--- config.mk ---
export PLATFORM = sky130hd
export DESIGN_NAME = txd_engine
export DESIGN_NICKNAME = d
export VERILOG_FILES = /design/src/rtl/txd_pkg.sv /design/src/rtl/txd_byte_pick.sv /design/src/rtl/txd_stall_timer.sv /design/src/rtl/txd_engine.sv
export SDC_FILE = /design/constraint.sdc
export NUM_CORES = 1
export LEC_CHECK = 0
export BUFFER_PORTS_ARGS = -buffer_cell sky130_fd_sc_hd__buf_2
export CAP_MARGIN = 20
export CELL_PAD_IN_SITES_DETAIL_PLACEMENT = 1
export CELL_PAD_IN_SITES_GLOBAL_PLACEMENT = 2
export CORE_ASPECT_RATIO = 0.6
export CORE_MARGIN = 2
export CORE_UTILIZATION = 34
export CTS_BUF_LIST = sky130_fd_sc_hd__clkbuf_8 sky130_fd_sc_hd__clkbuf_16
export DETAILED_ROUTE_END_ITERATION = 7
export PLACE_DENSITY_LB_ADDON = 0.1
export SLEW_MARGIN = 0
export SYNTH_ARGS = -nofsm -noshare
export SYNTH_HDL_FRONTEND = slang
export SYNTH_SLANG_ARGS = --single-unit
--- constraint.sdc ---
create_clock -name clk -period 4.4 [get_ports clk]
set_input_delay 0.66 -clock clk [delete_from_list [all_inputs] [get_ports clk]]
set_output_delay 0.66 -clock clk [all_outputs]
set_load 0.02 [all_outputs]
--- src/rtl/txd_pkg.sv ---
package txd_pkg;
  localparam int ADDR_W = 32;
  localparam int WORD_W = 32;
  localparam int LEN_W  = 13;

  localparam int OWN_B = 31;
  localparam int IRQ_B = 30;
  localparam int LS_B  = 29;
  localparam int FS_B  = 28;
  localparam int CRC_B = 25;
  localparam int EOR_B = 21;
  localparam int ES_B  = 15;
  localparam int UF_B  = 0;

  typedef enum logic [2:0] {
    ST_IDLE, ST_DESC, ST_BSEL, ST_BREAD, ST_EMIT, ST_WB
  } txd_state_e;

  // status word returned to memory
  function automatic logic [WORD_W-1:0] wb_word(input logic [WORD_W-1:0] w0,
                                                input logic uf);
    logic [WORD_W-1:0] r;
    r        = w0;
    r[OWN_B] = 1'b0;
    r[ES_B]  = uf;
    r[UF_B]  = uf;
    return r;
  endfunction

  // pointer after a finished descriptor
  function automatic logic [ADDR_W-1:0] next_ptr(input logic [ADDR_W-1:0] cur,
                                                 input logic [ADDR_W-1:0] base,
                                                 input logic wrap,
                                                 input logic [ADDR_W-1:0] step);
    return wrap ? base : cur + step;
  endfunction

  // address of descriptor word k
  function automatic logic [ADDR_W-1:0] desc_word_addr(input logic [ADDR_W-1:0] p,
                                                       input logic [1:0] k);
    return p + {{(ADDR_W-4){1'b0}}, k, 2'b00};
  endfunction

  // final byte of the whole descriptor
  function automatic logic final_byte(input logic [LEN_W-1:0] rem,
                                      input logic bsel,
                                      input logic [LEN_W-1:0] len2);
    return (rem == LEN_W'(1)) && (bsel || (len2 == '0));
  endfunction
endpackage

--- src/rtl/txd_byte_pick.sv ---
module txd_byte_pick #(
  parameter int LANES = 4
) (
  input  logic [8*LANES-1:0]         word,
  input  logic [$clog2(LANES)-1:0]   sel,
  output logic [7:0]                 pick
);
  logic [7:0] lane [LANES];
  for (genvar i = 0; i < LANES; i++) begin : g_lane
    assign lane[i] = word[8*i +: 8];
  end
  assign pick = lane[sel];
endmodule

--- src/rtl/txd_stall_timer.sv ---
module txd_stall_timer #(
  parameter int CNT_W = 16
) (
  input  logic             clk,
  input  logic             rst_n,
  input  logic             stalled,
  input  logic [CNT_W-1:0] limit,
  output logic             abort
);
  logic [CNT_W-1:0] cnt;

  always_ff @(posedge clk) begin
    if (!rst_n || !stalled) cnt <= '0;
    else                    cnt <= cnt + CNT_W'(1);
  end

  assign abort = stalled && (limit != '0) && (cnt == limit - CNT_W'(1));
endmodule

--- src/rtl/txd_engine.sv ---
module txd_engine
  import txd_pkg::*;
#(
  parameter int DESC_BYTES = 32,
  parameter int STALL_W    = 16
) (
  input  logic               clk,
  input  logic               rst_n,
  input  logic               run_en,
  input  logic               poll_req,
  input  logic [31:0]        list_base,
  input  logic [STALL_W-1:0] stall_limit,
  output logic               mem_req,
  output logic               mem_we,
  output logic [31:0]        mem_addr,
  output logic [31:0]        mem_wdata,
  input  logic               mem_ack,
  input  logic [31:0]        mem_rdata,
  output logic               tx_valid,
  input  logic               tx_ready,
  output logic [7:0]         tx_data,
  output logic               tx_first,
  output logic               tx_last,
  output logic               tx_crc,
  output logic               done_irq
);
  localparam logic [ADDR_W-1:0] STEP = ADDR_W'(DESC_BYTES);

  txd_state_e        state;
  logic [ADDR_W-1:0] ptr;
  logic [WORD_W-1:0] w0, a1, a2, word_buf;
  logic [LEN_W-1:0]  len1, len2, rem;
  logic [ADDR_W-1:0] baddr;
  logic [1:0]        widx;
  logic              bsel, first_pend, uf;

  // named internal events
  logic wb_fire, byte_fire, stall_abort, stalled;

  assign wb_fire   = (state == ST_WB) && mem_ack;
  assign tx_valid  = (state == ST_EMIT);
  assign byte_fire = tx_valid && tx_ready;
  assign stalled   = tx_valid && !tx_ready;

  txd_stall_timer #(.CNT_W(STALL_W)) u_stall (
    .clk(clk), .rst_n(rst_n), .stalled(stalled),
    .limit(stall_limit), .abort(stall_abort)
  );

  txd_byte_pick #(.LANES(WORD_W/8)) u_pick (
    .word(word_buf), .sel(baddr[1:0]), .pick(tx_data)
  );

  assign tx_first = first_pend && w0[FS_B];
  assign tx_last  = w0[LS_B] && final_byte(rem, bsel, len2);
  assign tx_crc   = w0[CRC_B];

  assign mem_req   = (state == ST_DESC) || (state == ST_BREAD) || (state == ST_WB);
  assign mem_we    = (state == ST_WB);
  assign mem_wdata = wb_word(w0, uf);

  always_comb begin
    case (state)
      ST_DESC:  mem_addr = desc_word_addr(ptr, widx);
      ST_BREAD: mem_addr = {baddr[ADDR_W-1:2], 2'b00};
      default:  mem_addr = ptr;
    endcase
  end

  always_ff @(posedge clk) begin
    if (!rst_n) begin
      state      <= ST_IDLE;
      ptr        <= list_base;
      w0         <= '0;
      a1         <= '0;
      a2         <= '0;
      len1       <= '0;
      len2       <= '0;
      rem        <= '0;
      baddr      <= '0;
      word_buf   <= '0;
      widx       <= '0;
      bsel       <= 1'b0;
      first_pend <= 1'b0;
      uf         <= 1'b0;
      done_irq   <= 1'b0;
    end else begin
      done_irq <= 1'b0;
      case (state)
        ST_IDLE: begin
          if (!run_en) ptr <= list_base;
          else if (poll_req) begin
            widx  <= '0;
            state <= ST_DESC;
          end
        end
        ST_DESC: begin
          if (mem_ack) begin
            case (widx)
              2'd0: begin
                w0 <= mem_rdata;
                if (!mem_rdata[OWN_B]) state <= ST_IDLE;
              end
              2'd1: begin
                len1 <= mem_rdata[LEN_W-1:0];
                len2 <= mem_rdata[16 +: LEN_W];
              end
              2'd2: a1 <= mem_rdata;
              default: begin
                a2         <= mem_rdata;
                bsel       <= 1'b0;
                first_pend <= 1'b1;
                uf         <= 1'b0;
                state      <= ST_BSEL;
              end
            endcase
            widx <= widx + 2'd1;
          end
        end
        ST_BSEL: begin
          if (!bsel) begin
            if (len1 != '0) begin
              baddr <= a1;
              rem   <= len1;
              state <= ST_BREAD;
            end else bsel <= 1'b1;
          end else if (len2 != '0) begin
            baddr <= a2;
            rem   <= len2;
            state <= ST_BREAD;
          end else state <= ST_WB;
        end
        ST_BREAD: begin
          if (mem_ack) begin
            word_buf <= mem_rdata;
            state    <= ST_EMIT;
          end
        end
        ST_EMIT: begin
          if (stall_abort) begin
            uf    <= 1'b1;
            state <= ST_WB;
          end else if (byte_fire) begin
            first_pend <= 1'b0;
            rem        <= rem - LEN_W'(1);
            baddr      <= baddr + ADDR_W'(1);
            if (rem == LEN_W'(1)) begin
              if (!bsel) begin
                bsel  <= 1'b1;
                state <= ST_BSEL;
              end else state <= ST_WB;
            end else if (baddr[1:0] == 2'b11) state <= ST_BREAD;
          end
        end
        ST_WB: begin
          if (mem_ack) begin
            done_irq <= w0[IRQ_B];
            widx     <= '0;
            if (run_en) begin
              ptr   <= next_ptr(ptr, list_base, w0[EOR_B], STEP);
              state <= ST_DESC;
            end else begin
              ptr   <= list_base;
              state <= ST_IDLE;
            end
          end
        end
        default: state <= ST_IDLE;
      endcase
    end
  end
endmodule

==> flow_summary.json, run 1 <==
{
  "synth_cell_type_count": 78,
  "arrival_ns": 3.48,
  "status": "finished clean",
  "critPathCaptureType": "output pin",
  "ys_top_cells_by_area": "dfxtp_1 (33%), nand2_1 (11%), a21oi_1 (9.9%), edfxtp_1 (7.2%), mux2i_1 (3.6%)",
  "r2r_end": "len2[8]$_SDFFE_PN0P_",
  "rsz0062_at_grt": "false",
  "finalSetupViolCount": 0,
  "internal_power_mw": 4.10,
  "power.switching_mw": 1.79,
  "fmax_mhz": 241,
  "fin_util_pct": 39.6,
  "die_h_um": 157,
  "r2r-start": "state[0]$_SDFFE_PN0P_",
  "dpl_worst_slack_ns": 0.757,
  "relSlewSlack_pct": 33.3,
  "worstMarginPinSlew_ns": 1.00,
  "finalHoldViolations": 0,
  "dp.final_hpwl_um": 35300,
  "clk_pin_slew_ns": 0.06,
  "power_frac_seq_pct": 43.2,
  "vias": 12785,
  "drtPass1Iterations": 5,
  "die_area_um2": 40700,
  "syn_nets": 1799,
  "p_sw_share_pct": 30.4,
  "start_util_pct": 34.2,
  "hold_start": "mem_rdata[15]",
  "synthArstFlopShare_pct": 0,
  "power.total_mw": 5.88,
  "ys_warn_count": 0,
  "grt_max_degree": 112,
  "crit_type": "flop to output pin",
  "area_growth_pct": 15.7,
  "cap_violations": 0,
  "syn_area_um2": 13300,
  "drt-initial-drc-count": 982,
  "synth_top_area_share_pct": 33.3,
  "port_buffers": 163,
  "slew_viol_final": 0,
  "design.core.area_um2": 38800,
  "power_leakage_nw": 5.35,
  "ys.flop_type": "dfxtp_1",
  "htreeDepth": 1,
  "syn_inst": 1700,
  "fin_ws_ns": 0.258,
  "period_minus_slack_ns": 4.14,
  "peakVddDrop_uv": 244,
  "yosysTopAreaCell": "dfxtp_1",
  "antenna_found_initial": 0,
  "pwr-share-clk_pct": 39.6,
  "critPathRequiredTime_ns": 3.74,
  "reg2regPathDepth": 6,
  "worst_setup_path_start_kind": "flop",
  "numClockSinks": 253,
  "grt_overflow_total": 0,
  "clock-root-buffer": "clkbuf_16",
  "syn_area_per_cell_um2": 7.82,
  "drive_gt1_share_pct": 16.0,
  "p_comb_share_pct": 17.2,
  "rows": 56,
  "drc": 0,
  "avgRoutedWirePerCell_um": 21.6,
  "synth-edff-count": 32,
  "cp_max_fo": 8,
  "die_width_um": 259,
  "hold_end": "a1[15]$_SDFFE_PN0P_",
  "nNetsFinal": 1886,
  "viasPerCell": 5.49,
  "p_per_area_nw_per_um2": 383,
  "diodes": 0,
  "globalRouteTotalUtil_pct": 24.3,
  "first_global_vias": 12312,
  "fin_area_um2": 15400,
  "ioPinCount": 165,
  "ys_seq_elements": 253,
  "fill_cells": 4756,
  "grt_pass1_wl_um": 76300,
  "hold_path_class": "input pin to flop",
  "fin_crit_sh_pct": 94.1,
  "dpl_cell_area_um2": 14500,
  "hold_path_depth": 3,
  "final_antenna_net_count": 0,
  "clkLatencyLatePin_ns": 0.55,
  "clockBufferDepth": 3,
  "clock_skew_ns": 0.0110,
  "cts_tree": "yes",
  "fin_tns_setup_ns": 0,
  "gp_congestion": 0.942,
  "ff2ff_setup_slack_ns": 1.40,
  "cts_made_buffers": 27,
  "drt_wl_total_um": 50200,
  "synth-seq-area-share_pct": 40.5
}
## repair_timing
action,in CTS,in global routing
gates resized for setup,0,3
endpoints found under the setup margin,0,3
hold buffers,0,0
buffers inserted,0,0
## worst max-delay path, cell delays in order (launching register included)
cell,delay (ns)
edfxtp_1,0.51
ha_1,0.29
and3_1,0.28
and4_1,0.44
nand3_2,0.28
nor3_4,0.34
nand2_1,0.13
nor2_1,0.17
mux2i_1,0.20
a21oi_1,0.08
buf_2,0.19
## layout make-up
type                       instances  area [um^2]  share of cell area [%]
sequential                       253         5390                    35.0
tap                              522          653                    4.25
inverter                          18         72.6                   0.472
timing repair buffer             189         1040                    6.74
multi-input combinational       1298         7330                    47.7
clock buffer                      39          852                    5.54
clock inverter                    10         46.3                   0.301
## synth_stat cells, drive strengths merged (22+ instances only)
library cell and number:
xnor2 34, o22ai 24, nor2 123, nand3 27
edfxtp 32, mux2i 48, o21ai 71, a21oi 263
dfxtp 221, nor3 41, buf 23, nand2 400
xor2 22, clkbuf 107
## cell families (layout without fill, tap and decap cells)
| logic type | count (synthesis) | count (layout) | share of synthesized area (%) |
|---|---|---|---|
| AND/OR/NAND/NOR | 710 | 710 | 24.1 |
| AO/OA/AOI/OAI | 455 | 455 | 20.2 |
| flip-flops | 253 | 253 | 40.5 |
| buffers and inverters | 149 | 256 | 4.63 |
| multiplexers | 63 | 63 | 5.56 |
| XOR/XNOR | 56 | 56 | 3.69 |
| adder cells (fa/ha/maj) | 13 | 13 | 1.28 |
| other | 1 | 1 | 0.0282 |
## registers in the layout, summed over array words and instances, names as in the netlist, 16 cells and up
register	cells
a1	32
a2	32
baddr	32
ptr	32
u_stall.cnt	16
w0	29
word_buf	32
## cells in the final DEF, fill, tap and decap left out, types with 19 or more instances in the layout
| cell | instances |
|---|---|
| o22ai_1 | 24 |
| xor2_1 | 22 |
| nor2_1 | 123 |
| nor3_1 | 33 |
| xnor2_1 | 34 |
| a21oi_1 | 262 |
| o21ai_0 | 65 |
| inv_1 | 21 |
| buf_4 | 24 |
| buf_2 | 163 |
| clkbuf_16 | 28 |
| nand4_1 | 19 |
| nand3_1 | 25 |
| edfxtp_1 | 32 |
| and3_1 | 20 |
| dfxtp_1 | 220 |
| mux2i_1 | 48 |
| nand2_1 | 398 |
## per-stage QoR
stage	hold slack [ns]	cells
global route	0.388	2329
global placement	0.439	2280
floorplan	0.432	1700
detailed placement	0.445	2280
finish	0.386	2329
CTS	0.365	2329
## how the worst max path moves through the flow
stage                          start          endpoint  slack, ns  depth (start not counted)
finish              ptr[5]$_DFFE_PP_      mem_addr[31]       0.26                         10
global route        ptr[5]$_DFFE_PP_      mem_addr[31]       0.04                         10
CTS                 ptr[5]$_DFFE_PP_      mem_addr[31]       0.14                         10
detailed placement  ptr[5]$_DFFE_PP_      mem_addr[31]       0.76                         10
global placement    ptr[5]$_DFFE_PP_      mem_addr[31]       0.90                         10
floorplan                     run_en  ptr[0]$_DFFE_PP_       0.78                          4
## power by group through the flow
| stage | logic [mW] | registers [mW] | clock network [mW] |
|---|---|---|---|
| 2_1_floorplan | 0.619 | 2.57 | 0 |
| 3_3_place_gp | 1.00 | 2.59 | 0 |
| 3_5_place_dp | 1.01 | 2.59 | 0 |
| 4_1_cts | 1.01 | 2.54 | 2.39 |
| 5_1_grt | 1.10 | 2.56 | 2.48 |
| 6_report | 1.01 | 2.54 | 2.33 |
## routing by layer
metal / wire, um / vias to the layer above / track usage, % / part of all wire, %
li1: - / 6139 / - / -
met1: 26100 / 6370 / 37.2 / 52
met2: 21100 / 229 / 36.0 / 42
met3: 2280 / 47 / 3.59 / 4.5
met4: 731 / 0 / 3.83 / 1.5
met5: 0 / - / 0 / 0
(Power assumes the default switching activity.)
==> run 2: changes to the inputs <==
--- a/config.mk
+++ b/config.mk
@@ -9,7 +9,7 @@
 export CAP_MARGIN = 20
 export CELL_PAD_IN_SITES_DETAIL_PLACEMENT = 1
 export CELL_PAD_IN_SITES_GLOBAL_PLACEMENT = 2
-export CORE_ASPECT_RATIO = 0.6
+export CORE_ASPECT_RATIO = 1.2
 export CORE_MARGIN = 2
 export CORE_UTILIZATION = 34
 export CTS_BUF_LIST = sky130_fd_sc_hd__clkbuf_8 sky130_fd_sc_hd__clkbuf_16
==> run 2 against run 1 <==
  * Core utilization up 0.55 points
  * Non-clock buffer count up 3
  * Clock power rose by 12%
  * Total power up 4.8%
  * Hold slack got worse by 0.013 ns
  * Die area fell by 0.11%
  * Critical path depth stayed put
  * Wire length shrank 6.5%
  * Sequential cell count did not move
  * Final area rose by 0.95%
  * Worst setup slack improved by 0.12 ns
  * First-iteration DRC count down 40%
  * Critical path type unchanged
  * Critical endpoint is now mem_addr[27]
==> flow_summary.json, run 2 (synthesis gave the netlist of run 1 again) <==
{
  "status": "finished clean",
  "grt_max_degree": 111,
  "area_growth_pct": 16.8,
  "ioPinCount": 165,
  "start_util_pct": 34.4,
  "hold_end": "a1[13]$_SDFFE_PN0P_",
  "fin_area_um2": 15500,
  "drive_gt1_share_pct": 16.2,
  "power_leakage_nw": 5.41,
  "slew_viol_final": 0,
  "crit_path_cell_trace": "ha_1, and3_1, and4_1, nand3_1, nor3_2, nand3_1, nor3_1, a21oi_1, o21ai_0, buf_2",
  "postCtsSetupBuffers": 0,
  "cts_hold_buf": 0,
  "clk_pin_slew_ns": 0.06,
  "dpl_cell_area_um2": 14500,
  "peakVddDrop_uv": 280,
  "hold_start": "mem_rdata[13]",
  "reg2regPathDepth": 9,
  "multi_input_area_um2": 7310,
  "design.core.area_um2": 38600,
  "path_buf_inv": 1,
  "crit_family": "simple AND/OR/NAND/NOR gates",
  "vias": 12546,
  "internal_power_mw": 4.36,
  "power.switching_mw": 1.80,
  "critPathMostFrequentCell": "nand3_1",
  "drt_wl_total_um": 47000,
  "final_cell_mix": "nand2_1 (399), a21oi_1 (262), dfxtp_1 (220)",
  "die_h_um": 221,
  "critPathCaptureType": "output pin",
  "critPathRequiredTime_ns": 3.74,
  "rsz0062_at_grt": "false",
  "finalSetupViolCount": 0,
  "r2r_end": "baddr[22]$_SDFFE_PN0P_",
  "drc": 0,
  "pwr-share-clk_pct": 42.5,
  "first_global_vias": 12561,
  "clockBufferDepth": 3,
  "ff2ff_setup_slack_ns": 1.56,
  "p_sw_share_pct": 29.2,
  "p_per_area_nw_per_um2": 397,
  "clock-root-buffer": "clkbuf_16",
  "numClockSinks": 253,
  "final-seq-area_um2": 5390,
  "htreeDepth": 1,
  "fmax_mhz": 249,
  "arrival_ns": 3.36,
  "grt_pass1_wl_um": 73000,
  "hold_path_class": "input pin to flop",
  "p_comb_share_pct": 16.3,
  "fin_crit_sh_pct": 91.5,
  "clkLatencyLatePin_ns": 0.58,
  "power_frac_seq_pct": 41.2,
  "drtPass1Iterations": 4,
  "finalHoldViolations": 0,
  "dp.final_hpwl_um": 32500,
  "die_area_um2": 40700,
  "cts-resized-gates": 0,
  "slowest_delay_ns": 0.49,
  "die_width_um": 184,
  "worstMarginPinSlew_ns": 0.952,
  "cts_tree": "yes",
  "cp_slowest_cell": "edfxtp_1",
  "relSlewSlack_pct": 36.5,
  "antenna_found_initial": 0,
  "final_antenna_net_count": 0,
  "diodes": 0,
  "grt_overflow_total": 0,
  "avgRoutedWirePerCell_um": 20.0,
  "r2r-start": "baddr[1]$_SDFFE_PN0P_",
  "port_buffers": 163,
  "gp_congestion": 0.837,
  "period_minus_slack_ns": 4.02,
  "cts_made_buffers": 30,
  "clock_skew_ns": 0.0296,
  "rows": 79,
  "nNetsFinal": 1892,
  "fin_tns_setup_ns": 0,
  "crit_type": "flop to output pin",
  "worst_setup_path_start_kind": "flop",
  "fill_cells": 4719,
  "mostFrequentLayoutCell": "nand2_1",
  "cp_max_fo": 8,
  "viasPerCell": 5.35,
  "drt-initial-drc-count": 591,
  "globalRouteTotalUtil_pct": 22.9,
  "hold_path_depth": 3,
  "cap_violations": 0
}
[run 2: cell count changes in the layout (fill, tap and decap cells not counted), sizes merged]
cell      before  now
buf          189  192
bufinv         0    3
clkbuf        39   40
clkinvlp       0    1
inv           23   25
[run 2: through the flow]
| step | hold slack, ns | worst slack (ns) | utilization, % | power (mW) | std cells |
|---|---|---|---|---|---|
| after floorplan | 0.432 | 0.783 | - | 3.19 | 1700 |
| after global placement | 0.439 | 1.06 | 37.5 | 3.58 | 2287 |
| after detailed placement | 0.446 | 0.973 | 37.5 | 3.59 | 2287 |
| after CTS | 0.345 | 0.340 | 40.2 | 6.24 | 2343 |
| after global routing | 0.359 | 0.0633 | 40.2 | 6.43 | 2343 |
| final | 0.373 | 0.376 | 40.2 | 6.16 | 2343 |
[run 2: cell type report]
| cell class | count | share of cell area (%) |
|---|---|---|
| Clock buffer | 40 | 5.79 |
| Clock inverter | 16 | 0.975 |
| Inverter | 18 | 0.467 |
| Multi-Input combinational cell | 1298 | 47.1 |
| Sequential cell | 253 | 34.7 |
| Tap cell | 526 | 4.24 |
| Timing Repair Buffer | 192 | 6.74 |
[run 2: worst max-delay path by stage]
stage                     start          endpoint  slack, ns  depth (start not counted)
6_report       ptr[5]$_DFFE_PP_      mem_addr[27]       0.38                         10
3_5_place_dp   ptr[5]$_DFFE_PP_      mem_addr[27]       0.97                         10
4_1_cts        ptr[5]$_DFFE_PP_      mem_addr[27]       0.34                         10
3_3_place_gp   ptr[5]$_DFFE_PP_      mem_addr[31]       1.06                         10
5_1_grt        ptr[5]$_DFFE_PP_      mem_addr[27]       0.06                         10
2_1_floorplan            run_en  ptr[0]$_DFFE_PP_       0.78                          4
[run 2: power by group through the flow]
stage / clock network [mW] / registers [mW] / logic [mW]
after floorplan: 0 / 2.57 / 0.619
after CTS: 2.69 / 2.53 / 1.01
after global placement: 0 / 2.58 / 1.00
after global routing: 2.78 / 2.55 / 1.10
final: 2.62 / 2.54 / 1.01
after detailed placement: 0 / 2.58 / 1.01
[run 2: worst min-delay path: cells and delay by family]
family                 cells  cell delay, ns
AND/OR/NAND/NOR            1            0.06
buffers and inverters      1            0.13
AO/OA/AOI/OAI              1            0.05
[run 2: metal layers]
layer	part of all wire, %	GRT usage, %
met1	48	31.7
met2	46	38.0
met3	4.3	2.83
met4	1.8	5.23
met5	0	0
